File: src/rtl/dp_pkg.sv
package dp_pkg;
  localparam int unsigned NUM_REGS   = 10;
  localparam int unsigned NUM_CONSTS = 5;
  localparam int unsigned NUM_SRCS   = NUM_REGS + NUM_CONSTS;
  localparam int unsigned SRC_W      = $clog2(NUM_SRCS + 1);

  typedef enum logic [3:0] {
    SRC_A     = 4'd0,
    SRC_B     = 4'd1,
    SRC_C     = 4'd2,
    SRC_D     = 4'd3,
    SRC_X     = 4'd4,
    SRC_MAR   = 4'd5,
    SRC_MBR   = 4'd6,
    SRC_IR    = 4'd7,
    SRC_PC    = 4'd8,
    SRC_SP    = 4'd9,
    SRC_ZERO  = 4'd10,
    SRC_ONE   = 4'd11,
    SRC_ONES  = 4'd12,
    SRC_SIGN  = 4'd13,
    SRC_FIFTN = 4'd14
  } src_e;

  typedef enum logic [1:0] {
    SH_NONE  = 2'b00,
    SH_LEFT  = 2'b01,
    SH_RIGHT = 2'b10,
    SH_KEEP  = 2'b11
  } shift_e;
endpackage

File: src/rtl/dp_src_bus.sv
module dp_src_bus
  import dp_pkg::*;
#(
  parameter int unsigned DATA_W = 16
) (
  input  logic [NUM_SRCS-1:0][DATA_W-1:0] src_i,
  input  logic [NUM_SRCS-1:0]             gate_i,
  input  logic                            compl_i,
  output logic [DATA_W-1:0]               operand_o
);
  logic [NUM_SRCS-1:0][DATA_W-1:0] masked;
  logic [DATA_W-1:0]               bus_or;

  for (genvar i = 0; i < NUM_SRCS; i++) begin : g_mask
    assign masked[i] = src_i[i] & {DATA_W{gate_i[i]}};
  end

  // wired-OR bus: several open gates merge, none gives zero
  always_comb begin
    bus_or = '0;
    for (int i = 0; i < NUM_SRCS; i++) bus_or = bus_or | masked[i];
  end

  assign operand_o = compl_i ? ~bus_or : bus_or;
endmodule

File: src/rtl/dp_alu.sv
module dp_alu
  import dp_pkg::*;
#(
  parameter int unsigned DATA_W = 16
) (
  input  logic [DATA_W-1:0] op_a_i,
  input  logic [DATA_W-1:0] op_b_i,
  input  logic [1:0]        shift_i,
  output logic [DATA_W-1:0] result_o
);
  logic [DATA_W-1:0] sum;
  shift_e            sh;

  assign sh  = shift_e'(shift_i);
  assign sum = op_a_i + op_b_i;  // carry out dropped

  always_comb begin
    unique case (sh)
      SH_LEFT:  result_o = {sum[DATA_W-2:0], 1'b0};
      SH_RIGHT: result_o = {1'b0, sum[DATA_W-1:1]};
      default:  result_o = sum;
    endcase
  end
endmodule

File: src/rtl/dp_regfile.sv
module dp_regfile
  import dp_pkg::*;
#(
  parameter int unsigned DATA_W = 16
) (
  input  logic                            clk_i,
  input  logic                            rst_ni,
  input  logic [DATA_W-1:0]               result_i,
  input  logic [NUM_REGS-1:0]             dst_en_i,
  input  logic                            mem_load_i,
  input  logic [DATA_W-1:0]               mem_rdata_i,
  output logic [NUM_REGS-1:0][DATA_W-1:0] regs_o,
  output logic [NUM_REGS-1:0][DATA_W-1:0] stage2_o
);
  logic [NUM_REGS-1:0][DATA_W-1:0] regs_q;
  logic [NUM_REGS-1:0][DATA_W-1:0] regs_d;

  for (genvar i = 0; i < NUM_REGS; i++) begin : g_reg
    // value after the ALU write phase
    assign stage2_o[i] = dst_en_i[i] ? result_i : regs_q[i];

    if (i == int'(SRC_MBR)) begin : g_mbr
      // memory phase comes last and wins over the ALU load
      assign regs_d[i] = mem_load_i ? mem_rdata_i : stage2_o[i];
    end else begin : g_plain
      assign regs_d[i] = stage2_o[i];
    end

    always_ff @(posedge clk_i or negedge rst_ni) begin
      if (!rst_ni) regs_q[i] <= '0;
      else         regs_q[i] <= regs_d[i];
    end
  end

  assign regs_o = regs_q;
endmodule

File: src/rtl/uproc_datapath.sv
module uproc_datapath
  import dp_pkg::*;
#(
  parameter int unsigned DATA_W = 16,
  localparam int unsigned BIT_W = $clog2(DATA_W)
) (
  input  logic                clk_i,
  input  logic                rst_ni,
  input  logic [NUM_SRCS-1:0] gate_a_i,
  input  logic [NUM_SRCS-1:0] gate_b_i,
  input  logic                compl_a_i,
  input  logic                compl_b_i,
  input  logic [1:0]          shift_i,
  input  logic [NUM_REGS-1:0] dst_en_i,
  input  logic                mem_rd_i,
  input  logic                mem_wr_i,
  input  logic [DATA_W-1:0]   mem_rdata_i,
  output logic [DATA_W-1:0]   mem_addr_o,
  output logic [DATA_W-1:0]   mem_wdata_o,
  output logic                mem_re_o,
  output logic                mem_we_o,
  input  logic [SRC_W-1:0]    test_sel_i,
  input  logic [BIT_W-1:0]    test_bit_i,
  output logic [DATA_W-1:0]   test_word_o,
  output logic                test_bit_o
);
  function automatic logic [DATA_W-1:0] const_word(int unsigned k);
    unique case (k)
      0:       const_word = '0;
      1:       const_word = DATA_W'(1);
      2:       const_word = '1;
      3:       const_word = {1'b1, {(DATA_W-1){1'b0}}};
      default: const_word = DATA_W'(15);
    endcase
  endfunction

  logic [NUM_REGS-1:0][DATA_W-1:0] regs_q;
  logic [NUM_REGS-1:0][DATA_W-1:0] regs_s2;
  logic [NUM_SRCS-1:0][DATA_W-1:0] src_words;
  logic [DATA_W-1:0]               op_a;
  logic [DATA_W-1:0]               op_b;
  logic [DATA_W-1:0]               alu_res;
  logic                            mem_load;

  for (genvar r = 0; r < NUM_REGS; r++) begin : g_src_reg
    assign src_words[r] = regs_q[r];
  end
  for (genvar k = 0; k < NUM_CONSTS; k++) begin : g_src_const
    assign src_words[NUM_REGS+k] = const_word(k);
  end

  dp_src_bus #(.DATA_W(DATA_W)) i_bus_a (
    .src_i    (src_words),
    .gate_i   (gate_a_i),
    .compl_i  (compl_a_i),
    .operand_o(op_a)
  );

  dp_src_bus #(.DATA_W(DATA_W)) i_bus_b (
    .src_i    (src_words),
    .gate_i   (gate_b_i),
    .compl_i  (compl_b_i),
    .operand_o(op_b)
  );

  dp_alu #(.DATA_W(DATA_W)) i_alu (
    .op_a_i  (op_a),
    .op_b_i  (op_b),
    .shift_i (shift_i),
    .result_o(alu_res)
  );

  // write has priority; a colliding read is dropped
  assign mem_load = mem_rd_i & ~mem_wr_i;

  dp_regfile #(.DATA_W(DATA_W)) i_regs (
    .clk_i      (clk_i),
    .rst_ni     (rst_ni),
    .result_i   (alu_res),
    .dst_en_i   (dst_en_i),
    .mem_load_i (mem_load),
    .mem_rdata_i(mem_rdata_i),
    .regs_o     (regs_q),
    .stage2_o   (regs_s2)
  );

  // memory phase sees MAR/MBR after this microinstruction's ALU loads
  assign mem_addr_o  = regs_s2[SRC_MAR];
  assign mem_wdata_o = regs_s2[SRC_MBR];
  assign mem_re_o    = mem_load;
  assign mem_we_o    = mem_wr_i;

  always_comb begin
    test_word_o = '0;
    if (test_sel_i < SRC_W'(NUM_SRCS)) test_word_o = src_words[test_sel_i];
  end
  assign test_bit_o = test_word_o[test_bit_i];
endmodule

File: config.mk
export PLATFORM = sky130hd
export DESIGN_NAME = uproc_datapath
export DESIGN_NICKNAME = d
export VERILOG_FILES = /design/src/rtl/dp_pkg.sv /design/src/rtl/dp_src_bus.sv /design/src/rtl/dp_alu.sv /design/src/rtl/dp_regfile.sv /design/src/rtl/uproc_datapath.sv
export SDC_FILE = /design/constraint.sdc
export NUM_CORES = 1
export LEC_CHECK = 0
export BUFFER_PORTS_ARGS = -buffer_cell sky130_fd_sc_hd__buf_2
export CAP_MARGIN = 20
export CORE_MARGIN = 2
export CORE_UTILIZATION = 62
export CTS_BUF_LIST = sky130_fd_sc_hd__clkbuf_16
export CTS_CLUSTER_DIAMETER = 120
export DETAILED_ROUTE_END_ITERATION = 8
export PLACE_DENSITY_LB_ADDON = 0.12
export SETUP_SLACK_MARGIN = 0.4
export SYNTH_ARGS = -nofsm -noshare
export SYNTH_HDL_FRONTEND = slang
export SYNTH_SLANG_ARGS = --single-unit
File: constraint.sdc
create_clock -name clk_i -period 8.7 [get_ports clk_i]
set_input_delay 0 -clock clk_i [delete_from_list [all_inputs] [get_ports clk_i]]
set_output_delay 0 -clock clk_i [all_outputs]
set_load 0.01 [all_outputs]
[After elaboration in Yosys (flattened, before gate mapping)]
Index checks and enable logic that the tools add are counted.
W data, S select, Z words.
Operators by class
  equality and inequality tests: 2
  order comparisons: 3
  bitwise logic cells: 50
  mux-type cells: 11
  add/sub/neg operators: 1
Operator list (count)
  $or A16 B16 Y16: 22
  $and A16 B16 Y16: 20
  $mux W16: 7
  $bmux W16 S4: 1
  $not A16 Y16: 2
  $or A16 B1 Y16: 2
  $or A16 B4 Y16: 2
  $pmux W16 S2: 1
  $add A16 B16 Y16: 1
  $lt A4 B5 Y1 const B: 2
  $bmux W1 S4: 1
  $lt A4 B4 Y1 const B: 1
  $eq A2 B1 Y1 const B: 1
  $eq A2 B2 Y1 const B: 1
  $and A1 B1 Y1: 1
  $mux W1: 1
  $not A1 Y1: 1
Word-level totals
  bits in registers: 160
  word-level logic and storage cells: 77
  input port bits: 72
  output and inout bits: 51

[Logic depth before layout (Yosys ltp)]
  depth in word-level cells: 20
  gate-level depth with buffers: 18
  depth with buffers taken out: 15

[By module]
Synthesis repeated with hierarchy kept, for this count alone.
Second synthesis, totals
  cells, all modules: 1256
  area total of the unflattened synthesis: 12971.2 µm²
By module, submodules not included
  dp_regfile: seq. area each 4003.8 µm², cells an instance 502, area each 7235.7 µm², times used 1
  dp_src_bus: seq. area each 0.0 µm², cells an instance 205, area each 1433.9 µm², times used 2
  uproc_datapath: seq. area each 0.0 µm², cells an instance 191, area each 1813.0 µm², times used 1
  dp_alu: seq. area each 0.0 µm², cells an instance 153, area each 1054.8 µm², times used 1

[Worst setup path after synthesis]
Ideal clock, no wire load.
  path type: register -> register
  start: register i_regs.regs_q, in the netlist i_regs.regs_o[64]
  end: register i_regs.regs_q, in the netlist i_regs.regs_o[103]
  path buffers: 0
  period minus slack after synthesis: 3770 ps
  cell stages (with the launch flop): 16
  required time: 8575 ps
  library setup time: 125 ps
  arrival time: 3645 ps
  setup slack: 4930 ps
  path through: dfrtp_1 -> a22o_1 -> a221oi_1 -> nand4_1 -> nor2_1 -> xnor2_1 -> ha_1 -> fa_1 -> a211oi_1 -> o21bai_1 -> a2111oi_2 -> o21ai_1 -> a32oi_1 -> o21ai_2 -> mux2_2 -> mux2_2
RTL lines
  start, declared: line dp_regfile.sv:15  | logic [NUM_REGS-1:0][DATA_W-1:0] regs_q;
  start signal, assigned by index: line dp_regfile.sv:31  | else regs_q[i] <= regs_d[i];

[Final worst setup path]
  start: register i_regs.regs_q, in the netlist i_regs.regs_o[64]
  end: output mem_addr_o[15]
Between the ends
  word-level cells in the longest chain between the ends: 16
  elaborated cells on any way between the ends: 29
  classes of those cells: 1 x add/sub; 4 x mux; 24 x bitwise
RTL lines
  $and A16 B16 Y16: line dp_src_bus.sv:15  | assign masked[i] = src_i[i] & {DATA_W{gate_i[i]}};
  $or A16 B16 Y16 (6 in series): line dp_src_bus.sv:21  | for (int i = 0; i < NUM_SRCS; i++) bus_or = bus_or | masked[i];
  $or A16 B1 Y16: line dp_src_bus.sv:21
  $or A16 B16 Y16 (2 in series): line dp_src_bus.sv:21
  $or A16 B4 Y16: line dp_src_bus.sv:21
  $not A16 Y16: line dp_src_bus.sv:24  | assign operand_o = compl_i ? ~bus_or : bus_or;
  $mux W16: line dp_src_bus.sv:24
  $add A16 B16 Y16 *: line dp_alu.sv:15  | assign sum = op_a_i + op_b_i;
  $pmux W16 S2 *: line dp_alu.sv:18  | unique case (sh)
  $mux W16 *: line dp_regfile.sv:20  | assign stage2_o[i] = dst_en_i[i] ? result_i : regs_q[i];
  end, declared: line uproc_datapath.sv:18  | output logic [DATA_W-1:0] mem_addr_o,
Every way passes the cells marked *; elsewhere a longest branch is shown, timed or not.

==> flow_summary.yaml <==
run_status:
  status: "complete, no violations"
floorplanning:
  rows: 48
  fp.coreArea_um2: 17300
  die_y_um: 137
  boundaryPins: 123
  die_w_um: 137
  initial_core_util_pct: 63.2
  die_area_um2: 18700
routing:
  vias: 9905
  detail-route-antenna-nets: 0
  drt-total-wl_mm: 37.0
  drc: 0
  drt_iter0_drc: 1291
  drtPass1Iterations: 7
  route.detailed.wl_per_inst_um: 28.4
  viasPerCell: 7.60
synthesis:
  ys.flop_type: "dfrtp_1"
  synth_common_cells: "160 x dfrtp_1, 131 x mux2_2, 75 x clkbuf_1"
  synth_fp_nets: 1102
  synthXorXnorAreaFrac_pct: 3.44
  synth_edf_count: 0
  async_flop_share_pct: 100
  synthMuxAreaShare_pct: 23.9
  yosysSeqAreaShare_pct: 36.6
  synth_area_leaders: "dfrtp_1 37%, mux2_2 13%, mux4_2 7.4%, a22o_1 4.5%, a221oi_1 3.4%"
  synth_top_area_share_pct: 36.6
  syn_area_um2: 10900
  netlist_instances: 1012
  synth_top_family_by_area: "multiplexers"
  synth_compound_area_share_pct: 21.8
  synth_cell_types: 67
  ys_ff_latch: 160
  synth_warnings: 0
  synth_fa_ha_area_share_pct: 2.13
  synth-simple-area-share_pct: 6.78
  synth.most_common_cell: "dfrtp_1"
  avgSynthCellArea_um2: 10.8
  yosysTopAreaCell: "dfrtp_1"
cts:
  clk_root_buffer_cell: "clkbuf_16"
  htree_num_levels: 4
  clk_latency_ns: 0.43
  cts_buffers: 17
  holdBufCountCts: 17
  post-cts-setup-buffers: 0
  cts_tree: "yes"
  clkTransAtPathRegs_ns: 0.07
  cts-resized-gates: 0
  clock_path_buffers: 2
  cts_num_sinks: 160
sta:
  fmax_ghz: 0.201
  clock_skew_ns: 0.0112
  setup_tns_ns: 0
  finalSetupViolations: 0
  hold_violations: 0
  hold_slack_ns: 0.122
  max_slew_margin_pct: 30.9
  finalCritPeriodShare_pct: 57.3
  min_period_ns: 4.99
  finalMaxSlewViolations: 0
  tightest_slew_ns: 1.04
  rsz0062_at_grt: "no"
setup_path:
  arrival_ns: 4.99
  end_kind: "primary output"
  crit_required_ns: 8.70
  worstPathMaxFanout: 13
  critPathLaunchType: "register"
  crit_type: "register to primary output"
global_route:
  grt-ovfl-total: 0
  antenna_found_initial: 0
  grt_first_pass_wirelength_mm: 56.0
  grt_pass1_vias: 9502
  track_usage_pct: 40.8
  grt_start_max_net_pins: 88
finish:
  largest_reg_flops: 160
  antenna_cells: 0
  area_delta_synth_final_pct: 10.5
  drive_above_1_share_pct: 32.1
  nNetsFinal: 1157
placement:
  place_hpwl_mm: 22.7
  place_congestion: 0.967
  portBuffers: 120
power_and_ir_drop:
  p_leak_nw: 5.11
  power_density_nw_per_um2: 317
  power_mw: 3.83
  vdd_drop_max_uv: 207
run:
  max-cap-violations: 0
worst_hold_path:
  hold_path_class: "input pin to register"
metrics by stage:
step	instances	instance area [um^2]	util (%)	worst slack (ns)
6_report	1304	12100	69.9	3.71
2_1_floorplan	1012	10900	-	4.93
5_1_grt	1304	12100	69.9	3.48
3_3_place_gp	1256	11400	65.7	4.32
4_1_cts	1304	12100	69.9	3.80
3_5_place_dp	1256	11400	65.7	4.26
worst paths after layout:
kind	start	endpoint	slack, ns	depth (start not counted)
worst max-delay path	i_regs.regs_o[64]	mem_addr_o[15]	3.71	16
min in group asynchronous	rst_ni	i_regs.regs_o[68]	0.20	2
worst min register to register	i_regs.regs_o[41]	i_regs.regs_o[41]	0.56	1
worst min-delay path	mem_rd_i	i_regs.regs_o[108]	0.12	4
worst max register to register	i_regs.regs_o[64]	i_regs.regs_o[95]	4.16	15
max in group asynchronous	rst_ni	i_regs.regs_o[3]	6.96	3
logic make-up (layout without fill, tap and decap cells):
| kind of cell | after synthesis | in the layout |
|---|---|---|
| buffers and inverters | 128 | 195 |
| muxes | 194 | 194 |
| and+or+nand+nor | 159 | 159 |
| adders and majority gates | 18 | 18 |
| AOI/OAI and AO/OA | 310 | 310 |
| DFF | 160 | 160 |
| xor gates and xnor gates | 43 | 43 |
power by group:
part	internal [mW]	leakage, nW	switching, mW
sequential	1.06	1.94	0.360
clock	0.415	0.276	0.309
combinational	0.855	2.90	0.830
total	2.33	5.11	1.50
layout make-up:
type	instances	area [um^2]
Multi-Input combinational cell	724	6350
Fill cell	1330	5200
Sequential cell	160	4000
Timing Repair Buffer	145	837
Clock buffer	17	425
Tap cell	225	282
Clock inverter	14	128
Inverter	19	71.3
metal layers:
metal / vias to the layer above / share of wire [%] / GRT usage [%]
li1: 4054 / - / -
met1: 4816 / 37 / 53.7
met2: 817 / 43 / 59.9
met3: 218 / 14 / 14.8
met4: 0 / 5.8 / 20.2
met5: - / 0 / 0
cell usage in the layout (no fill, tap or decap), types with 3 or more instances in the layout:
| cell | instances |
|---|---|
| o21ai_0 | 26 |
| ha_1 | 17 |
| dfrtp_1 | 160 |
| and2_1 | 3 |
| buf_4 | 8 |
| inv_1 | 20 |
| xnor2_1 | 11 |
| nand4_1 | 5 |
| clkinv_2 | 4 |
| o21ai_1 | 8 |
| clkbuf_16 | 17 |
| o211ai_1 | 3 |
| buf_2 | 119 |
| nor2_1 | 57 |
| o22ai_1 | 21 |
| a31oi_1 | 3 |
| mux2i_1 | 16 |
| a222oi_1 | 30 |
| a21oi_1 | 52 |
| a32oi_1 | 3 |
| a211oi_1 | 24 |
| mux2_2 | 131 |
| xor2_1 | 32 |
| nand2b_1 | 4 |
| nor2b_1 | 9 |
| a22o_1 | 56 |
| a22oi_1 | 9 |
| clkinv_1 | 3 |
| nand3_1 | 32 |
| nand3b_1 | 3 |
| nor3_1 | 3 |
| dlygate4sd3_1 | 17 |
| mux2_4 | 11 |
| a221oi_1 | 43 |
| a21o_1 | 5 |
| mux4_2 | 36 |
| a211o_1 | 3 |
| nand2_1 | 31 |
worst max-delay path, cell delays in order (launching register included):
cell and delay [ns]:
dfrtp_1 0.42, a22o_1 0.24, a221oi_1 0.21, nand4_1 0.12, nor2_1 0.17, xnor2_1 0.09, ha_1 0.29, fa_1 0.50
a211oi_1 0.24, o21bai_1 0.18, a21boi_1 0.27, o211ai_1 0.17, a21o_1 0.20, and2_1 0.30, a22oi_1 0.79, a21oi_1 0.18
buf_2 0.18
No activity file was read; power rests on OpenSTA's default activity.
